===== config.mk =====
export PLATFORM = sky130hd
export DESIGN_NAME = rx_irq_status
export DESIGN_NICKNAME = d
export VERILOG_FILES = /design/src/rtl/irq_pkg.sv /design/src/rtl/irq_edge_det.sv /design/src/rtl/irq_latch_bank.sv /design/src/rtl/irq_host_regs.sv /design/src/rtl/rx_irq_status.sv
export SDC_FILE = /design/constraint.sdc
export NUM_CORES = 1
export LEC_CHECK = 0
export BUFFER_PORTS_ARGS = -buffer_cell sky130_fd_sc_hd__buf_2
export CORE_MARGIN = 3
export CORE_UTILIZATION = 53
export CTS_CLUSTER_SIZE = 8
export DETAILED_ROUTE_END_ITERATION = 7
export PLACE_DENSITY = 0.81
export SKIP_LAST_GASP = 1
export SLEW_MARGIN = 15
export SYNTH_ARGS = -nofsm -noshare
export SYNTH_HDL_FRONTEND = slang
export SYNTH_SLANG_ARGS = --single-unit
export TNS_END_PERCENT = 20

===== constraint.sdc =====
create_clock -name clk -period 2.25 [get_ports clk]
set_clock_uncertainty 0.2 [all_clocks]
set_input_delay 0.225 -clock clk [delete_from_list [all_inputs] [get_ports clk]]
set_output_delay 0.225 -clock clk [all_outputs]
set_load 0.02 [all_outputs]

===== src/rtl/irq_pkg.sv =====
package irq_pkg;
  localparam int NSRC  = 5;
  localparam int REG_W = 8;

  // Status bit position of each event source.
  function automatic int src_pos(input int idx);
    case (idx)
      0: src_pos = 0;
      1: src_pos = 1;
      2: src_pos = 3;
      3: src_pos = 4;
      default: src_pos = 7;
    endcase
  endfunction
endpackage


===== src/rtl/irq_edge_det.sv =====
module irq_edge_det #(
  parameter int N = 5
) (
  input  logic         clk,
  input  logic         rst,
  input  logic [N-1:0] src_i,
  output logic [N-1:0] lvl_o,
  output logic [N-1:0] rise_o
);
  logic [N-1:0] src_q;

  for (genvar i = 0; i < N; i++) begin : g_bit
    always_ff @(posedge clk) begin
      if (rst) src_q[i] <= 1'b0;
      else     src_q[i] <= src_i[i];
    end
    assign rise_o[i] = src_i[i] & ~src_q[i];
  end

  assign lvl_o = src_q;
endmodule


===== src/rtl/irq_latch_bank.sv =====
module irq_latch_bank #(
  parameter int N = 5
) (
  input  logic         clk,
  input  logic         rst,
  input  logic [N-1:0] rise_i,
  input  logic [N-1:0] en_i,
  input  logic         clr_i,
  output logic [N-1:0] lat_o,
  output logic         irq_n
);
  logic [N-1:0] lat_q, lat_d;

  always_comb begin
    for (int i = 0; i < N; i++)
      lat_d[i] = en_i[i] & (rise_i[i] | (lat_q[i] & ~clr_i));
  end

  always_ff @(posedge clk) begin
    if (rst) begin
      lat_q <= '0;
      irq_n <= 1'b1;
    end else begin
      lat_q <= lat_d;
      irq_n <= ~|lat_d;
    end
  end

  assign lat_o = lat_q;

  for (genvar i = 0; i < N; i++) begin : g_chk

    en_late_chk: assert property (@(posedge clk) disable iff (rst)
      ($rose(en_i[i]) && !rise_i[i]) |=> !lat_q[i]);

    hold_chk: assert property (@(posedge clk) disable iff (rst)
      (en_i[i] && lat_q[i] && !clr_i) |=> lat_q[i] || !$past(en_i[i]));
  end
endmodule


===== src/rtl/irq_host_regs.sv =====
module irq_host_regs #(
  parameter int                W         = 8,
  parameter int                ADDR_W    = 7,
  parameter logic [ADDR_W-1:0] STAT_ADDR = 7'd3,
  parameter logic [ADDR_W-1:0] EN_ADDR   = 7'd5
) (
  input  logic              clk,
  input  logic              rst,
  input  logic              rd_i,
  input  logic              wr_i,
  input  logic [ADDR_W-1:0] addr_i,
  input  logic [W-1:0]      wdata_i,
  input  logic [W-1:0]      view_i,
  output logic [W-1:0]      en_o,
  output logic              clr_o,
  output logic [W-1:0]      rdata_o
);
  logic [W-1:0] en_q;

  assign clr_o = rd_i && (addr_i == STAT_ADDR);

  always_ff @(posedge clk) begin
    if (rst) begin
      en_q    <= '0;
      rdata_o <= '0;
    end else begin
      if (wr_i && addr_i == EN_ADDR) en_q <= wdata_i;
      if (rd_i) begin
        if (addr_i == STAT_ADDR)    rdata_o <= view_i;
        else if (addr_i == EN_ADDR) rdata_o <= en_q;
        else                        rdata_o <= '0;
      end
    end
  end

  assign en_o = en_q;


  en_rst_chk: assert property (@(posedge clk) rst |=> en_q == '0);

  rd_hold_chk: assert property (@(posedge clk) disable iff (rst)
    !rd_i |=> $stable(rdata_o));
endmodule


===== src/rtl/rx_irq_status.sv =====
module rx_irq_status
  import irq_pkg::*;
#(
  parameter int                ADDR_W    = 7,
  parameter logic [ADDR_W-1:0] STAT_ADDR = 7'd3,
  parameter logic [ADDR_W-1:0] EN_ADDR   = 7'd5
) (
  input  logic              clk,
  input  logic              rst,
  input  logic [NSRC-1:0]   ev_i,
  input  logic              rd_i,
  input  logic              wr_i,
  input  logic [ADDR_W-1:0] addr_i,
  input  logic [REG_W-1:0]  wdata_i,
  output logic [REG_W-1:0]  rdata_o,
  output logic              irq_n
);
  logic [NSRC-1:0]  lvl, rise, lat, en_src;
  logic [REG_W-1:0] en_reg, view;
  logic             clr;

  irq_edge_det #(.N(NSRC)) u_edge (
    .clk(clk), .rst(rst), .src_i(ev_i), .lvl_o(lvl), .rise_o(rise)
  );

  irq_latch_bank #(.N(NSRC)) u_lat (
    .clk(clk), .rst(rst), .rise_i(rise), .en_i(en_src), .clr_i(clr),
    .lat_o(lat), .irq_n(irq_n)
  );

  irq_host_regs #(.W(REG_W), .ADDR_W(ADDR_W), .STAT_ADDR(STAT_ADDR),
                  .EN_ADDR(EN_ADDR)) u_regs (
    .clk(clk), .rst(rst), .rd_i(rd_i), .wr_i(wr_i), .addr_i(addr_i),
    .wdata_i(wdata_i), .view_i(view), .en_o(en_reg), .clr_o(clr),
    .rdata_o(rdata_o)
  );

  // Map sources into register bit positions; other positions stay 0.
  always_comb begin
    view = '0;
    for (int i = 0; i < NSRC; i++) begin
      en_src[i]          = en_reg[src_pos(i)];
      view[src_pos(i)]   = en_src[i] ? lat[i] : lvl[i];
    end
  end


  rise_low_chk: assert property (@(posedge clk) disable iff (rst)
    (|(rise & en_src)) |=> !irq_n);

  clr_high_chk: assert property (@(posedge clk) disable iff (rst)
    (clr && !(|(rise & en_src))) |=> irq_n);

  rsv_zero_chk: assert property (@(posedge clk) disable iff (rst)
    (rd_i && addr_i == STAT_ADDR) |=> (rdata_o & 8'h64) == 8'h00);

  quiet_chk: assert property (@(posedge clk) disable iff (rst)
    (en_src == '0) |=> irq_n);
endmodule


* Word-level counts from Yosys, hierarchy flattened *
Index checks and enable logic that the tools add are counted.

cells by class
  equal/unequal tests = 2
  mux-type cells = 7
  bitwise gates (word level) = 26
  reductions and logical operators = 4

operators with widths
  operator            number
  $mux 8              2
  $and 1x1->1         15
  $eq 7x2->1 const B  1
  $eq 7x3->1 const B  1
  $not 1->1           6
  $mux 1              5
  $or 1x1->1          5
  $reduce_or 5->1     1
  $logic_and 1x1->1   2
  $logic_not 1->1     1

storage, ports and cells
  register bits after elaboration = 27
  bits of input ports = 24
  output and inout port bits = 9
  word-level logic and storage cells = 48

* Depth between registers and ports, before layout *
Gate-level depths: netlist of the first run.

  depth in word-level cells = 8
  gate-level depth with buffers = 5
  depth with buffers taken out = 4

* By module *
From an unflattened synthesis of the first run, not the netlist that was laid out.

second synthesis, totals
  cell total of the unflattened synthesis = 121
  area total of the unflattened synthesis = 1253.7 sq um

by module, submodules not included
  module          times used  cells an instance  area each (sq um)  sequential area each (sq um)
  irq_host_regs   1           77                 770.7              320.3
  irq_latch_bank  1           23                 241.5              120.1
  irq_edge_det    1           15                 162.7              100.1
  rx_irq_status   1           6                  78.8               0.0

* Least setup slack after synthesis of the first run *
OpenSTA, ideal clock, no wires.

  path kind = register to register
  start point = register u_regs.en_q[0], in the netlist u_regs.en_o[0]
  end point = register u_regs.rdata_o[0]
  setup time = 128 ps
  arrival = 1034 ps
  data required time = 1922 ps
  slack = 888 ps
  stages on the path, launching flop included = 5
  path buffers = 0
  path through = dfxtp_1 > mux2_2 > a22o_1 > a21oi_1 > nor2_1

on the way
  word-level cells in the longest chain between the ends = 2
  elaborated cells between the ends (all ways) = 3

RTL lines
  item                              line                                      text
  from (decl)                       irq_host_regs.sv:18                       logic [W-1:0] en_q;
  from (signal assigned)            irq_host_regs.sv:27                       if (wr_i && addr_i == EN_ADDR) en_q <= wdata_i;
  $mux 8 or $mux 1 (tied branches)  irq_host_regs.sv:30, rx_irq_status.sv:43
  $mux 8 *                          irq_host_regs.sv:29                       if (addr_i == STAT_ADDR) rdata_o <= view_i;
  to (signal assigned)              irq_host_regs.sv:29
  to (signal assigned)              irq_host_regs.sv:30                       else if (addr_i == EN_ADDR) rdata_o <= en_q;
  to (decl)                         irq_host_regs.sv:16                       output logic [W-1:0] rdata_o

Mark *: on every way between the ends. The rest lies on a longest branch, timed or not.
A chain may end at the register's enable or synchronous reset.

* Worst setup path after layout of the first run *
  start point = input ev_i[2]
  end point = register u_lat.irq_n

on the way
  word-level cells in the longest chain between the ends = 5

RTL lines
  item                  line                  text
  from (decl)           rx_irq_status.sv:10   input logic [NSRC-1:0] ev_i,
  $and 1x1->1           irq_edge_det.sv:17    assign rise_o[i] = src_i[i] & ~src_q[i];
  $or 1x1->1            irq_latch_bank.sv:16  lat_d[i] = en_i[i] & (rise_i[i] | (lat_q[i] & ~clr_i));
  $and 1x1->1           irq_latch_bank.sv:16
  $reduce_or 5->1       irq_latch_bank.sv:25  irq_n <= ~|lat_d;
  $logic_not 1->1       irq_latch_bank.sv:25
  to (signal assigned)  irq_latch_bank.sv:25
  to (decl)             irq_latch_bank.sv:10  output logic irq_n

No other way between the ends.

==> results of run 1 <==
worst reg2reg max path: stages, from the launching register on:
cell and delay, ns:
dfxtp_1 0.44, mux2_2 0.36, a22o_1 0.18, a21oi_1 0.14, nor2_1 0.05
flip-flops by register name (all words and copies together) (netlist names):
register / cells
u_regs.en_o: 8
u_lat.lat_o: 5
u_regs.rdata_o: 8
u_edge.lvl_o: 5
u_lat.irq_n: 1
per-layer routing:
metal	vias to the layer above	GRT usage [%]	share of wire [%]
li1	490	-	-
met4	0	5.957	0.73
met5	-	0	0
met2	23	31.20	49
met1	429	22.61	45
met3	4	2.564	4.5
through the flow:
step | util, % | std cells
2_1_floorplan | - | 114
3_3_place_gp | 65.50 | 169
3_5_place_dp | 65.50 | 169
4_1_cts | 73.50 | 186
5_1_grt | 73.50 | 186
6_report | 73.50 | 186
Yosys cell counts (all sizes together) (3+ instances only):
| library cell | number |
|---|---|
| a2bb2oi | 3 |
| and2 | 3 |
| clkbuf | 3 |
| mux2i | 11 |
| nor2 | 13 |
| nand2 | 3 |
| nand2b | 5 |
| nor3b | 4 |
| a21oi | 12 |
| nor2b | 11 |
| dfxtp | 27 |
cell families (layout without fill, tap and decap cells):
| kind of cell | after synthesis | count (layout) | synth area share [%] |
|---|---|---|---|
| and+or+nand+nor | 47 | 47 | 26.32 |
| buffers and inverters | 4 | 49 | 1.652 |
| AOI/OAI and AO/OA | 24 | 24 | 13.77 |
| muxes | 12 | 12 | 10.68 |
| DFF | 27 | 27 | 47.58 |
worst max-delay path by stage:
stage | startpoint | end | slack, ns
6_report | ev_i[2] | u_lat.irq_n$_SDFF_PP1_ | 0.59
5_1_grt | ev_i[2] | u_lat.irq_n$_SDFF_PP1_ | 0.44
4_1_cts | ev_i[2] | u_lat.irq_n$_SDFF_PP1_ | 0.59
3_5_place_dp | addr_i[6] | u_regs.rdata_o[3]$_SDFFE_PP0P_ | 0.64
3_3_place_gp | addr_i[3] | u_regs.en_o[1]$_SDFFE_PP0P_ | 0.69
2_1_floorplan | u_regs.en_o[0]$_SDFFE_PP0P_ | u_regs.rdata_o[0]$_SDFFE_PP0P_ | 0.89
final cells by class:
type | instances | area [um^2] | share of cell area (%)
well taps | 27 | 33.78 | 2.296
clock inverters | 1 | 7.507 | 0.5102
clock buffers | 3 | 22.52 | 1.531
multi-input cells | 83 | 576.8 | 39.20
repair buffers | 45 | 290.3 | 19.73
flip-flops and latches | 27 | 540.5 | 36.73
power groups by stage:
stage          registers [mW]  clock network, mW  logic [mW]
4_1_cts                 0.486              0.209      0.0715
6_report                0.486              0.208      0.0716
3_3_place_gp            0.497                  0      0.0534
5_1_grt                 0.487              0.231      0.0796
2_1_floorplan           0.496                  0      0.0274
3_5_place_dp            0.497                  0      0.0544
layout by cell type, fill, tap and decap left out, drive strengths merged:
cell         synthesis  layout
o21ai                1       1
a22oi                1       1
nand2b               5       5
a31oi                1       1
and3b                1       1
a21o                 1       1
and2b                2       2
a21oi               12      12
nand2                3       3
and2                 3       3
clkbuf               3       3
nor2b               11      11
a22o                 2       2
nor3                 1       1
a2bb2oi              3       3
a2111oi              1       1
nor3b                4       4
a32oi                1       1
and4bb               2       2
nor2                13      13
mux2                 1       1
nor4b                1       1
buf                  1      32
dlygate4sd3          0      13
dfxtp               27      27
clkinvlp             0       1
nand3                1       1
mux2i               11      11
a21boi               1       1
==> results.rst, run 1 <==
.. list-table::
   :header-rows: 1

   * - Metric
     - Value
   * - Status
     - complete, no violations
   * - Prevailing post-synth register cell
     - dfxtp_1
   * - Reg2Reg Launch Point
     - u_regs.en_o[0]$_SDFFE_PP0P_
   * - Aggregate negative setup slack
     - 0 ns
   * - Share of synthesized area occupied by flip-flops and latches
     - 47.58%
   * - Post-layout minimum cycle time
     - 1.662 ns
   * - DRT iter0 DRCs
     - 12
   * - Total wire length after detailed routing
     - 2336 um
   * - CTS Root Buffer Type
     - clkbuf_4
   * - Minimum setup slack after placement
     - 0.6430 ns
   * - Count of buffers from port buffering
     - 32
   * - Post-DP Area
     - 1311 um^2
   * - Area of all placed cells without fillers
     - 1471 um^2
   * - Total of flip-flops plus latches after synthesis
     - 27
   * - DRC errors left
     - 0
   * - Count of TritonRoute iterations in the first routing pass
     - 4
   * - Sw Pwr
     - 171.2 uW
   * - Number of different library cells in the post-synthesis netlist
     - 29
   * - Top cell type by total area after synthesis
     - dfxtp_1
   * - Area growth from synthesis to final layout
     - 29.52%
   * - Floorplan die height
     - 52.30 um
   * - Fraction of power consumed by the clock network
     - 27.1%
   * - Overflow left after global routing
     - 0
   * - Switching share of power
     - 22.36%
   * - Standard-cell rows
     - 16
   * - FF-to-FF path depth
     - 4
   * - WP buf/inv
     - 2
   * - Final max-slew violation count
     - 0
   * - Antenna diode instance count
     - 0
   * - Depth of the CTS H-tree
     - 1
   * - Via count
     - 946
   * - Clk pin slew, worst setup/hold paths
     - 0.15 ns
   * - Full die area
     - 2735 um^2
   * - Final worst-path cycle share
     - 73.85%
   * - DP Wirelength
     - 1690 um
   * - Area contributors post-synth
     - dfxtp_1, mux2i_1, nor2b_1
   * - Vias per inst
     - 5.086
   * - Wirelength per Cell
     - 12.56 um
   * - Share of power burned in combinational logic
     - 9.3%
   * - Worst hold path depth
     - 3
   * - Slew margin rel.
     - 68.56%
   * - Max-Cap Viols
     - 0
   * - Initial antenna violation count
     - 0
   * - Post-CTS sizing
     - 0
   * - Final antenna-violating net count
     - 0
   * - Min Hold Slack
     - 0.05971 ns
   * - Sequential share of power
     - 63.5%
   * - Starting Density
     - 56.75%
   * - Layout cells sized above 1
     - 26.42%
   * - Kind of cell with the highest combined delay on the critical path
     - compound AO/OA/AOI/OAI gates
   * - Yosys warnings
     - 0
   * - CP Capture Type
     - flop
   * - Fin nets
     - 184
   * - Gp weighted congestion
     - 0.7261
   * - Total of fill cells in the finished design
     - 153
   * - Cell count along the critical path
     - 6
   * - CTS tree
     - yes
   * - Number of global-route vias before repair
     - 860
   * - Data required time at the worst endpoint
     - 2.32 ns
   * - TritonCTS Sinks
     - 27
   * - Category of the most critical setup path
     - in2reg
   * - Worst hold start
     - rd_i
   * - Netlist area before placement
     - 1136 um^2
   * - Number of synthesized flops with an enable pin
     - 0
   * - Max Clk Rate
     - 601.8 MHz
   * - Slew at the pin closest to its max-slew limit
     - 0.4716 ns
   * - Worst-path cell chain
     - dlygate4sd3_1 > buf_2 > nor2b_1 > a22o_1 > a2111oi_1 > a21o_1
   * - Syn Area/Cell
     - 9.966 um^2
   * - Net count after synthesis
     - 138
   * - Clk_lat worst skew
     - 0.32 ns
   * - Clock buffer count from CTS
     - 3
   * - GRT Resource Usage Total
     - 18.00%
   * - Synth top area share
     - 47.58%
   * - Library cell contributing the largest single delay on the critical path
     - dlygate4sd3_1
   * - Slowest Stage Delay on Critical Path
     - 0.53 ns
   * - Crit path max fanout
     - 2
   * - Share of synthesized flip-flops with an asynchronous set or reset
     - 0%
   * - Final number of hold-violating endpoints
     - 0
   * - Reported leakage power
     - 0.6489 nW
   * - Signal arrival time at the worst endpoint
     - 1.73 ns
   * - Clock tree buffer depth
     - 2
   * - Area of the core region
     - 2002 um^2
   * - Worst reg2reg path endpoint
     - u_regs.rdata_o[0]$_SDFFE_PP0P_
   * - Type of the tightest min-delay check
     - in2reg
   * - RSZ-0062 raised after global routing
     - no
   * - Flop2flop setup slack
     - 0.78 ns
   * - Worst vdd ir
     - 0.0004767 V
   * - Global-route wire length before repair
     - 3712 um
   * - Tot Pwr
     - 765.9 uW
   * - Cells after Synth
     - 114
   * - Hold-fix buffers at CTS
     - 13
   * - Crit start category
     - input pin
   * - Pwr dens
     - 520.5 nW/um^2
   * - Post-CTS Setup Bufs
     - 0
   * - Largest net degree at the start of global routing
     - 28
   * - Final worst setup slack
     - 0.5883 ns
   * - Number of endpoints failing setup at the final stage
     - 0
   * - Die width
     - 52.30 um
   * - Internal Pwr Total
     - 594.7 uW
   * - I/O pin cnt
     - 33
   * - Terminating pin of the worst hold path
     - u_regs.rdata_o[4]$_SDFFE_PP0P_
Power figures use the tool's default switching activity.
==> inputs of run 2 (changes only) <==
Settings changed: CORE_UTILIZATION 53 to 49, PLACE_DENSITY 0.81 to 0.76.
Clock period 2.25 ns to 1.68 ns, I/O delays scaled along.
==> results.rst, run 2 (synthesis results as in run 1) <==
.. list-table::
   :header-rows: 1

   * - Metric
     - Value
   * - Slew margin rel.
     - 67.64% (-0.92 points)
   * - Fraction of power consumed by the clock network
     - 25.9% (-1.2 points)
   * - Fin nets
     - 185 (+0.54%)
   * - Final worst-path cycle share
     - 96.76%
   * - Area taken by flip-flops and latches
     - 540.5 um^2 (unchanged)
   * - Starting Density
     - 54.57% (-2.2 points)
   * - DRT iter0 DRCs
     - 14 (+2)
   * - Library cell contributing the largest single delay on the critical path
     - dlygate4sd3_1
   * - Crit start category
     - input pin
   * - Type of the tightest min-delay check
     - in2reg
   * - Full die area
     - 2932 um^2 (+7.2%)
   * - CTS tree
     - yes
   * - Post-CTS Setup Bufs
     - 0 (unchanged)
   * - Wirelength per Cell
     - 12.27 um (-2.3%)
   * - Leading cell type in the layout, fill and taps excluded
     - buf_2
   * - Clk_lat worst skew
     - 0.31 ns (about the same)
   * - Max Clk Rate
     - 615.2 MHz
   * - Aggregate negative setup slack
     - 0 ns (unchanged)
   * - Category of the most critical setup path
     - in2reg
   * - Area growth from synthesis to final layout
     - 29.85%
   * - Total wire length after detailed routing
     - 2295 um (-1.8%)
   * - Via count
     - 954 (+0.85%)
   * - Clk pin slew, worst setup/hold paths
     - 0.13 ns (-0.02 ns)
   * - Gp weighted congestion
     - 0.7145 (-1.6%)
   * - Leading cell types in the layout, fill and taps excluded
     - buf_2, dfxtp_1, nor2_1, dlygate4sd3_1, a21oi_1
   * - Overflow left after global routing
     - 0 (unchanged)
   * - Multi-input gate area
     - 576.8 um^2 (unchanged)
   * - I/O pin cnt
     - 33 (unchanged)
   * - TritonCTS Sinks
     - 27 (unchanged)
   * - Slew at the pin closest to its max-slew limit
     - 0.4853 ns (+0.01377 ns)
   * - Post-layout minimum cycle time
     - 1.626 ns
   * - Floorplan die height
     - 54.15 um (+3.5%)
   * - CTS Root Buffer Type
     - clkbuf_4
   * - Number of endpoints failing setup at the final stage
     - 0 (unchanged)
   * - Count of TritonRoute iterations in the first routing pass
     - 4 (unchanged)
   * - Sequential share of power
     - 64.2% (+0.7 points)
   * - Final antenna-violating net count
     - 0 (unchanged)
   * - Standard-cell rows
     - 16 (unchanged)
   * - Reported leakage power
     - 0.6547 nW (+0.90%)
   * - Final max-slew violation count
     - 0 (unchanged)
   * - Minimum setup slack after placement
     - 0.1611 ns (-0.4820 ns)
   * - Final worst setup slack
     - 0.05444 ns (-0.5339 ns)
   * - Pwr dens
     - 686.7 nW/um^2 (+32%)
   * - Count of buffers from port buffering
     - 32 (unchanged)
   * - Depth of the CTS H-tree
     - 1 (unchanged)
   * - Final number of hold-violating endpoints
     - 0 (unchanged)
   * - Internal Pwr Total
     - 799.5 uW (+34%)
   * - Largest net degree at the start of global routing
     - 28 (unchanged)
   * - Share of power burned in combinational logic
     - 9.8% (+0.5 points)
   * - RSZ-0062 raised after global routing
     - no
   * - Layout cells sized above 1
     - 26.25% (-0.17 points)
   * - Worst-path cell chain
     - dlygate4sd3_1 > buf_2 > nor2b_1 > a22o_1 > a2111oi_1 > a21o_1
   * - Die width
     - 54.15 um (+3.5%)
   * - Crit path max fanout
     - 2 (unchanged)
   * - Signal arrival time at the worst endpoint
     - 1.69 ns (-0.04 ns)
   * - GRT Resource Usage Total
     - 17.23% (-0.77 points)
   * - Antenna diode instance count
     - 0 (unchanged)
   * - Clock buffer count from CTS
     - 3 (unchanged)
   * - Max-Cap Viols
     - 0 (unchanged)
   * - Clock tree buffer depth
     - 2 (unchanged)
   * - Sw Pwr
     - 213.6 uW (+25%)
   * - DP Wirelength
     - 1621 um (-4.0%)
   * - CP Capture Type
     - flop
   * - Total of fill cells in the finished design
     - 173 (+13%)
   * - Number of global-route vias before repair
     - 867 (+0.81%)
   * - DRC errors left
     - 0 (unchanged)
   * - Data required time at the worst endpoint
     - 1.74 ns (-0.58 ns)
   * - Initial antenna violation count
     - 0 (unchanged)
   * - Status
     - complete, no violations
   * - Slowest Stage Delay on Critical Path
     - 0.53 ns (about the same)
   * - Tot Pwr
     - 1.013 mW (+32%)
   * - Switching share of power
     - 21.08% (-1.3 points)
   * - Worst vdd ir
     - 0.0005288 V (+11%)
   * - Vias per inst
     - 5.102 (+0.31%)
   * - Area of the core region
     - 2082 um^2 (+4.0%)
   * - Global-route wire length before repair
     - 3732 um (+0.54%)
-- run 2: cell count changes in the layout (fill, tap and decap cells not counted) --
cell,delta
buf_4,+1
clkbuf_1,+1
clkinvlp_4,-1
-- run 2: repair_timing --
| item | in CTS | in global routing |
|---|---|---|
| gates resized for setup | 0 | 0 |
| hold buffers | 13 | 0 |
| endpoints found under the hold margin | 13 | 0 |
-- run 2: area by class of cell --
cell class | instances | share of cell area [%]
flip-flops and latches | 27 | 36.64
clock buffers | 4 | 1.781
repair buffers | 46 | 20.19
well taps | 27 | 2.290
multi-input cells | 83 | 39.10
-- run 2: power groups by stage --
| stage | logic (mW) | clock network (mW) | registers [mW] |
|---|---|---|---|
| global route | 0.109 | 0.304 | 0.652 |
| global placement | 0.0740 | 0 | 0.665 |
| finish | 0.0994 | 0.263 | 0.651 |
| floorplan | 0.0367 | 0 | 0.664 |
| detailed placement | 0.0755 | 0 | 0.665 |
| CTS | 0.0987 | 0.273 | 0.651 |
-- run 2: metrics by stage --
step	area, um^2	instances	hold slack, ns	utilization (%)
floorplan	1136	114	0.09618	-
global placement	1319	170	0.1912	63.34
detailed placement	1319	170	0.1967	63.34
CTS	1475	187	0.002616	70.85
global route	1475	187	0.01819	70.85
finish	1475	187	0.01035	70.85
-- run 2: worst max-delay path: cells and delay by family --
family | cells | cell delay (ns)
AO/OA/AOI/OAI | 3 | 0.74
buffers and inverters | 2 | 0.65
AND/OR/NAND/NOR | 1 | 0.14
-- run 2: final timing paths --
path | start | to | slack [ns] | cells after the start
worst max-delay path | ev_i[2] | u_lat.irq_n$_SDFF_PP1_ | 0.05 | 6
worst min-delay path | addr_i[6] | u_regs.rdata_o[1]$_SDFFE_PP0P_ | 0.01 | 4
worst max register to register | u_regs.en_o[0]$_SDFFE_PP0P_ | u_regs.rdata_o[0]$_SDFFE_PP0P_ | 0.22 | 4
worst min register to register | u_regs.rdata_o[3]$_SDFFE_PP0P_ | u_regs.rdata_o[3]$_SDFFE_PP0P_ | 0.28 | 2
-- run 2: routing by layer --
layer	vias to the layer above	global-route usage [%]	routed length [um]
met5	-	0	0
met4	0	4.979	12
met3	2	2.493	117
met2	25	27.69	1074
met1	433	23.77	1090
li1	494	-	-
